**src/rtl/cart_writer_pkg.sv**
```systemverilog
package cart_writer_pkg;

  // Strobes from the sequencer to the datapath, one bus sample at a time.
  typedef struct packed {
    logic latchData;   // capture low address byte as pending data
    logic loadCtrl;    // copy pending data into the control register
    logic issueWrite;  // emit a RAM write at the current address
  } strobe_t;

endpackage

```
**src/rtl/cart_writer_dp.sv**
```systemverilog
module cart_writer_dp
  import cart_writer_pkg::*;
#(
  parameter int ADDR_W    = 13,
  parameter int DATA_W    = 8,
  parameter int TRIG_HI   = 'h10,
  parameter int CTRL_ADDR = 'h1FF8,
  parameter int WIN_BIT   = 12,
  parameter int WEN_BIT   = 1
) (
  input  logic              clk,
  input  logic              rstN,
  input  logic [ADDR_W-1:0] busAddr,
  input  strobe_t           stb,
  output logic              isChange,
  output logic              isTrig,
  output logic              isCtrl,
  output logic              inWindow,
  output logic              wrEn,
  output logic              ramWe,
  output logic [ADDR_W-1:0] ramAddr,
  output logic [DATA_W-1:0] ramData,
  output logic [DATA_W-1:0] ctrlReg
);

  localparam int HI_W = ADDR_W - DATA_W;
  localparam logic [HI_W-1:0]   TRIG_PAGE = HI_W'(TRIG_HI);
  localparam logic [ADDR_W-1:0] CTRL_A    = ADDR_W'(CTRL_ADDR);

  logic [ADDR_W-1:0] prevAddr;
  logic              seenAny;
  logic [DATA_W-1:0] pendData;

  // Change detection: first sample after reset always counts as new.
  always_comb begin
    isChange = !seenAny || (busAddr != prevAddr);
    isTrig   = (busAddr[ADDR_W-1:DATA_W] == TRIG_PAGE);
    isCtrl   = (busAddr == CTRL_A);
    inWindow = busAddr[WIN_BIT];
    wrEn     = ctrlReg[WEN_BIT];
  end

  always_ff @(posedge clk) begin
    if (!rstN) begin
      prevAddr <= '0;
      seenAny  <= 1'b0;
    end else begin
      prevAddr <= busAddr;
      seenAny  <= 1'b1;
    end
  end

  always_ff @(posedge clk) begin
    if (!rstN) begin
      pendData <= '0;
    end else if (stb.latchData) begin
      pendData <= busAddr[DATA_W-1:0];
    end
  end

  always_ff @(posedge clk) begin
    if (!rstN) begin
      ctrlReg <= '0;
    end else if (stb.loadCtrl) begin
      ctrlReg <= pendData;
    end
  end

  always_ff @(posedge clk) begin
    if (!rstN) begin
      ramWe   <= 1'b0;
      ramAddr <= '0;
      ramData <= '0;
    end else begin
      ramWe <= stb.issueWrite;
      if (stb.issueWrite) begin
        ramAddr <= busAddr;
        ramData <= pendData;
      end
    end
  end

  AST_WE_SINGLE_PULSE: assert property (@(posedge clk) disable iff (!rstN)
    ramWe |=> !ramWe);
  AST_WE_IN_WINDOW: assert property (@(posedge clk) disable iff (!rstN)
    ramWe |-> ramAddr[WIN_BIT]);
  AST_WE_ENABLED: assert property (@(posedge clk) disable iff (!rstN)
    ramWe |-> ctrlReg[WEN_BIT]);
  AST_CTRL_HOLD: assert property (@(posedge clk) disable iff (!rstN)
    !stb.loadCtrl |=> $stable(ctrlReg));

endmodule

```
**src/rtl/cart_writer_seq.sv**
```systemverilog
module cart_writer_seq
  import cart_writer_pkg::*;
#(
  parameter int DELAY = 5
) (
  input  logic    clk,
  input  logic    rstN,
  input  logic    isChange,
  input  logic    isTrig,
  input  logic    isCtrl,
  input  logic    inWindow,
  input  logic    wrEn,
  output strobe_t stb
);

  localparam int CNT_W = (DELAY > 1) ? $clog2(DELAY) : 1;
  localparam logic [CNT_W-1:0] LAST = CNT_W'(DELAY - 1);

  logic             pending;
  logic [CNT_W-1:0] cnt;
  logic             atLast;

  assign atLast = pending && (cnt == LAST);

  // Trigger page wins over all else; control byte cancels; otherwise count.
  always_comb begin
    stb = '0;
    if (isChange) begin
      if (isTrig) begin
        stb.latchData = 1'b1;
      end else if (isCtrl) begin
        stb.loadCtrl = 1'b1;
      end else if (atLast) begin
        stb.issueWrite = inWindow && wrEn;
      end
    end
  end

  always_ff @(posedge clk) begin
    if (!rstN) begin
      pending <= 1'b0;
      cnt     <= '0;
    end else if (isChange) begin
      if (isTrig) begin
        pending <= 1'b1;
        cnt     <= '0;
      end else if (isCtrl || atLast) begin
        pending <= 1'b0;
        cnt     <= '0;
      end else if (pending) begin
        cnt <= cnt + 1'b1;
      end
    end
  end

  AST_CNT_BOUND: assert property (@(posedge clk) disable iff (!rstN)
    cnt <= LAST);
  AST_REPEAT_HOLDS: assert property (@(posedge clk) disable iff (!rstN)
    !isChange |=> $stable(cnt) && $stable(pending));
  AST_TRIG_RESTART: assert property (@(posedge clk) disable iff (!rstN)
    (isChange && isTrig) |=> pending && cnt == '0);
  AST_IDLE_NO_WRITE: assert property (@(posedge clk) disable iff (!rstN)
    !pending |-> !stb.issueWrite);

endmodule

```
**src/rtl/cart_ram_writer.sv**
```systemverilog
module cart_ram_writer
  import cart_writer_pkg::*;
#(
  parameter int ADDR_W    = 13,
  parameter int DATA_W    = 8,
  parameter int DELAY     = 5,
  parameter int TRIG_HI   = 'h10,
  parameter int CTRL_ADDR = 'h1FF8,
  parameter int WIN_BIT   = 12,
  parameter int WEN_BIT   = 1
) (
  input  logic              clk,
  input  logic              rstN,
  input  logic [ADDR_W-1:0] busAddr,
  output logic              ramWe,
  output logic [ADDR_W-1:0] ramAddr,
  output logic [DATA_W-1:0] ramData,
  output logic [DATA_W-1:0] ctrlReg
);

  strobe_t stb;
  logic    isChange;
  logic    isTrig;
  logic    isCtrl;
  logic    inWindow;
  logic    wrEn;

  cart_writer_dp #(
    .ADDR_W(ADDR_W), .DATA_W(DATA_W), .TRIG_HI(TRIG_HI),
    .CTRL_ADDR(CTRL_ADDR), .WIN_BIT(WIN_BIT), .WEN_BIT(WEN_BIT)
  ) u_dp (
    .clk(clk), .rstN(rstN), .busAddr(busAddr), .stb(stb),
    .isChange(isChange), .isTrig(isTrig), .isCtrl(isCtrl),
    .inWindow(inWindow), .wrEn(wrEn),
    .ramWe(ramWe), .ramAddr(ramAddr), .ramData(ramData), .ctrlReg(ctrlReg)
  );

  cart_writer_seq #(
    .DELAY(DELAY)
  ) u_seq (
    .clk(clk), .rstN(rstN), .isChange(isChange), .isTrig(isTrig),
    .isCtrl(isCtrl), .inWindow(inWindow), .wrEn(wrEn), .stb(stb)
  );

endmodule

```
**config.mk**
```make
export PLATFORM = sky130hd
export DESIGN_NAME = cart_ram_writer
export DESIGN_NICKNAME = d
export VERILOG_FILES = /design/src/rtl/cart_writer_pkg.sv /design/src/rtl/cart_writer_dp.sv /design/src/rtl/cart_writer_seq.sv /design/src/rtl/cart_ram_writer.sv
export SDC_FILE = /design/constraint.sdc
export NUM_CORES = 1
export LEC_CHECK = 0
export BUFFER_PORTS_ARGS = -buffer_cell sky130_fd_sc_hd__buf_2
export CORE_MARGIN = 4
export CORE_UTILIZATION = 50
export DETAILED_ROUTE_END_ITERATION = 16
export PLACE_DENSITY = 0.74
export SLEW_MARGIN = 20
export SYNTH_ARGS = -nofsm -noshare
export SYNTH_HDL_FRONTEND = slang
export SYNTH_SLANG_ARGS = --single-unit
```
**constraint.sdc**
```tcl
create_clock -name clk -period 2.65 [get_ports clk]
set_input_delay 0.1325 -clock clk [delete_from_list [all_inputs] [get_ports clk]]
set_output_delay 0.1325 -clock clk [all_outputs]
set_load 0.1 [all_outputs]
```
### After elaboration in Yosys (flattened, before gate mapping)

Index checks and enable logic that the tools add are counted.
W data, S select, Z words.

* flip-flop bits (word level): 56
* input port bits: 15
* word-level logic and storage cells: 35

* add/sub/neg operators: 1
* equality and inequality tests: 4
* mux-type cells: 12
* reduce and logical (&&, ||, !) cells: 9

Operators with widths (count)
* $eq A13 B13 Y1 const B: 1
* $ne A13 B13 Y1: 1
* $mux W3: 4
* $mux W1: 7
* $eq A5 B5 Y1 const B: 1
* $reduce_and A2 Y1: 2
* $add A3 B1 Y3 const B: 1
* $eq A3 B3 Y1 const B: 1
* $reduce_bool A3 Y1: 1
* $logic_and A1 B1 Y1: 2
* $logic_or A1 B1 Y1: 2
* $mux W2: 1
* $reduce_bool A2 Y1: 1
* $logic_not A1 Y1: 1

### Depth between registers and ports, before layout

* depth in word-level cells: 6
* mapped depth: 7
* gate-level depth less buffers: 6

### By module

A second synthesis with hierarchy kept.

* cells, all modules: 210
* area, all modules: 2239.6 um^2

By module, submodules not included
* cart_writer_dp: instances 1, cells each 178, area each 1976.9 um^2, seq. area each 1041.0 um^2
* cart_writer_seq: instances 1, cells each 32, area each 262.8 um^2, seq. area each 80.1 um^2

### Least setup slack after synthesis

Ideal clock, no wire load.

* path kind: register to register
* start: register u_dp.prevAddr[0]
* end: register u_dp.ramAddr[10]
* library setup time: 0.072 ns
* arrival: 1.966 ns
* path slack: 0.612 ns
* cell stages (with the launch flop): 8
* path buffers: 2
* clock period less this slack: 2.038 ns
* path through: dfxtp_1 xor2_1 or4_1 nor4_4 or4_1 buf_4 buf_6 mux2i_1

* cells in the longest elaborated chain, start to end: 3

RTL lines
* from (decl): line cart_writer_dp.sv:30 `logic [ADDR_W-1:0] prevAddr;`
* from (signal assigned): line cart_writer_dp.sv:48 `prevAddr <= busAddr;`
* $ne A13 B13 Y1: line cart_writer_dp.sv:36 `isChange = !seenAny || (busAddr != prevAddr);`
* $logic_or A1 B1 Y1: line cart_writer_dp.sv:36
* $mux W3: line cart_writer_seq.sv:28 `if (isChange) begin`
* to (signal assigned): line cart_writer_dp.sv:77 `ramAddr <= busAddr;`
* to (decl): line cart_writer_dp.sv:21 `output logic [ADDR_W-1:0] ramAddr,`

No other way between the ends.
A chain may end at the register's enable or synchronous reset.

### Final worst setup path

* start: register u_dp.prevAddr[0]
* end: register u_dp.ramAddr[9]

The elaborated chain is that of the path after synthesis.

==> results by group <==
GRT
  • Initial antenna violation count: 0
  • GRT Residual Overflow: 0
  • Number of global-route vias before repair: 1552
  • GRT Overall Usage: 17.08%
  • Met3 global-route usage: 4.788%
  • Global-route wire length before repair: 7.107 mm
  • Met2 Use GR: 26.77%
  • Layer with the highest usage: met2
  • Largest net degree at the start of global routing: 34
  • Met1 Use GR: 21.93%

Clock tree
  • CTS tree: done
  • Setup Fix Bufs, Post-CTS: 0
  • Resize count post-CTS: 0
  • Clk_lat worst skew: 0.31 ns
  • CTS clk-pin slew, worst paths: 0.10 ns
  • CTS Buf Count: 5
  • Longest Clk Path Bufs: 2
  • CTS root buffer: clkbuf_8
  • CTS Hold Bufs: 0
  • H-tree Lvls: 2
  • Clk sinks: 56

STA
  • Final setup TNS: 0 ns
  • # setup viols final: 0
  • Layout Skew: 0.009513 ns
  • Tmin final: 2.199 ns
  • Final Max Tran Viols: 0
  • Max Clock Freq: 454.7 MHz
  • Worst-margin pin slew: 0.9966 ns
  • Max transition margin: 33.31%
  • Tcrit/Tclk final: 82.99%
  • Fin. Hold Viols: 0
  • RSZ-0062 raised after global routing: false

Critical path
  • Reg-to-Reg End: u_dp.ramAddr[9]$_SDFFE_PN0P_
  • WS Path Type: reg -> reg
  • Crit end category: register
  • Critical path peak fanout: 10
  • Worst reg2reg setup slack: 0.45 ns
  • CP required: 2.87 ns
  • CP Launch Type: register
  • Worst Reg-to-Reg Cells: 6
  • Worst r2r src: u_dp.prevAddr[0]$_SDFF_PN0_
  • Critical path data arrival time: 2.42 ns

Routing
  • Initial DRC count: 66
  • Routed via count: 1614
  • Avg WL per Cell: 13.62 µm
  • Number of routed nets with antenna violations: 0
  • Final WL: 4.330 mm
  • DR vias/cell: 5.075
  • First drt pass iteration count: 4
  • Drt drc: 0

Synthesis
  • Syn_nets: 241
  • Cell Area, Synth: 0.002171 mm²
  • Number of synthesized register bits: 56
  • Distinct cells, synth: 32
  • Cells after synthesis: 224
  • Yosys warns: 0
  • Seq/Total Area, Yosys: 51.64%
  • Syn_area_per_cell: 9.691 µm²

Die
  • DIE AREA: 0.005460 mm²
  • Die extent in x: 73.89 µm
  • Rows: 23
  • Core region area: 0.004086 mm²
  • Io pins: 45
  • Starting Density: 53.12%
  • Die H: 73.89 µm

Job
  • Max-Cap Viols: 0

Place
  • GP Congestion: 0.8548
  • Port Buf Inserts: 44
  • Post-DP HPWL: 3.150 mm
  • Placed Instances: 310

Finish
  • Layout Utilization: 62.37%
  • Area occupied by multi-input gates: 924.6 µm²
  • Most common cell after layout, fill and taps aside: dfxtp_1
  • P&R area growth vs syn: 17.41%
  • FF/Latch Area: 0.001121 mm²
  • Commonest cells after routing, fill and taps aside: dfxtp_1 (56), nand2_1 (50), buf_2 (44)
  • # fillers: 367
  • Final #Nets: 284
  • Final Non-Filler Cells: 318
  • ANT cells: 0
  • Share of cells above drive strength 1: 21.64%

Run status
  • Outcome: completed

Power and ir drop
  • Sw power: 0.3321 mW
  • Comb power frac: 5.3%
  • Max IR drop VDD: 0.3950 mV
  • Pint: 1.265 mW
  • Switching Fraction: 20.80%
  • Sequential power share: 53.9%
  • Power density cells: 626.6 mW/mm²
  • Leak Pwr: 1.291 nW
  • Power share of the clock group: 40.8%

Min path
  • Hold Path Stages: 3
  • Min-Delay Path Class: in -> reg
  • Hold Crit Endpoint: u_dp.prevAddr[8]$_SDFF_PN0_
  • Hold Path Origin: busAddr[8]
[cell usage after synthesis, drive strengths merged]
cell	n	area, µm²
a21oi	3	15.01
a41o	1	10.01
and2	1	6.260
buf	9	57.54
clkbuf	2	7.510
dfxtp	56	1121
ha	2	25.02
inv	16	60.06
mux2i	28	280.3
nand2	50	187.7
nand2b	1	6.260
nand3	11	55.05
nand4	1	6.260
nor2	2	7.510
nor2b	2	12.51
nor4	5	46.29
nor4b	1	8.760
o21a	1	7.510
o21ai	8	40.03
o2bb2ai	2	17.52
o32ai	2	17.52
or3	1	6.260
or4	5	45.04
or4b	1	10.01
xnor2	1	8.760
xor2	12	105.1
[area by class of cell]
type	count	area share, %
Sequential cell	56	43.99
Multi-Input combinational cell	141	36.28
Timing Repair Buffer	47	9.524
Clock buffer	5	2.700
Clock inverter	3	2.700
Tap cell	50	2.455
Inverter	16	2.356
[critical path, stage by stage, from the launching register on]
cell and delay (ns):
dfxtp_1 0.32, xor2_1 0.14, or4_1 0.57, nor4_4 0.41, or4_1 0.20, buf_4 0.23
mux2i_1 0.23
[power groups by stage]
stage | clock [mW] | combinational (mW) | sequential, mW
2_1_floorplan | 0 | 0.0527 | 0.879
3_3_place_gp | 0 | 0.0844 | 0.880
3_5_place_dp | 0 | 0.0840 | 0.880
4_1_cts | 0.669 | 0.0847 | 0.861
5_1_grt | 0.699 | 0.0940 | 0.862
6_report | 0.652 | 0.0847 | 0.861
[cell families (layout without fill, tap and decap cells)]
group	count (synthesis)	count (layout)	synth area share [%]
AOI/OAI and AO/OA	17	17	4.957
xor gates and xnor gates	13	13	5.245
adders and majority gates	2	2	1.153
buffers and inverters	27	71	5.763
DFF	56	56	51.64
muxes	28	28	12.91
and+or+nand+nor	81	81	18.33
[flip-flops by register name (all words and copies together), names as in the netlist, 3 cells and up]
| name | flops |
|---|---|
| u_dp.prevAddr | 13 |
| u_dp.ramAddr | 13 |
| u_dp.ctrlReg | 8 |
| u_dp.pendData | 8 |
| u_dp.ramData | 8 |
| u_seq.cnt | 3 |
[worst max path at each step]
stage,from,endpoint,slack (ns),cells past startpoint
2_1_floorplan,u_dp.prevAddr[0]$_SDFF_PN0_,u_dp.ramAddr[10]$_SDFFE_PN0P_,0.61,7
3_3_place_gp,busAddr[0],u_dp.ctrlReg[6]$_SDFFE_PN0P_,0.52,6
3_5_place_dp,busAddr[0],u_dp.ctrlReg[5]$_SDFFE_PN0P_,0.50,6
4_1_cts,u_dp.prevAddr[0]$_SDFF_PN0_,u_dp.ramAddr[9]$_SDFFE_PN0P_,0.45,6
5_1_grt,u_dp.prevAddr[0]$_SDFF_PN0_,u_dp.ramAddr[9]$_SDFFE_PN0P_,0.30,6
6_report,u_dp.prevAddr[0]$_SDFF_PN0_,u_dp.ramAddr[9]$_SDFFE_PN0P_,0.45,6
[per-stage QoR]
| stage | total power [mW] | setup WS [ns] | hold WS, ns | area (µm²) |
|---|---|---|---|---|
| after detailed placement | 0.9641 | 0.5020 | 0.4016 | 2411 |
| after global routing | 1.655 | 0.3007 | 0.09116 | 2549 |
| final | 1.597 | 0.4507 | 0.09210 | 2549 |
| after CTS | 1.614 | 0.4511 | 0.08263 | 2549 |
| after floorplan | 0.9317 | 0.6116 | 0.1602 | 2171 |
| after global placement | 0.9641 | 0.5156 | 0.4005 | 2411 |
[metal layers]
layer / share of wire [%] / vias up
met3: 5.2 / 6
met4: 1.5 / 0
met5: 0 / -
met1: 47 / 738
met2: 47 / 43
li1: - / 827
No activity file was read; power rests on OpenSTA's default activity.
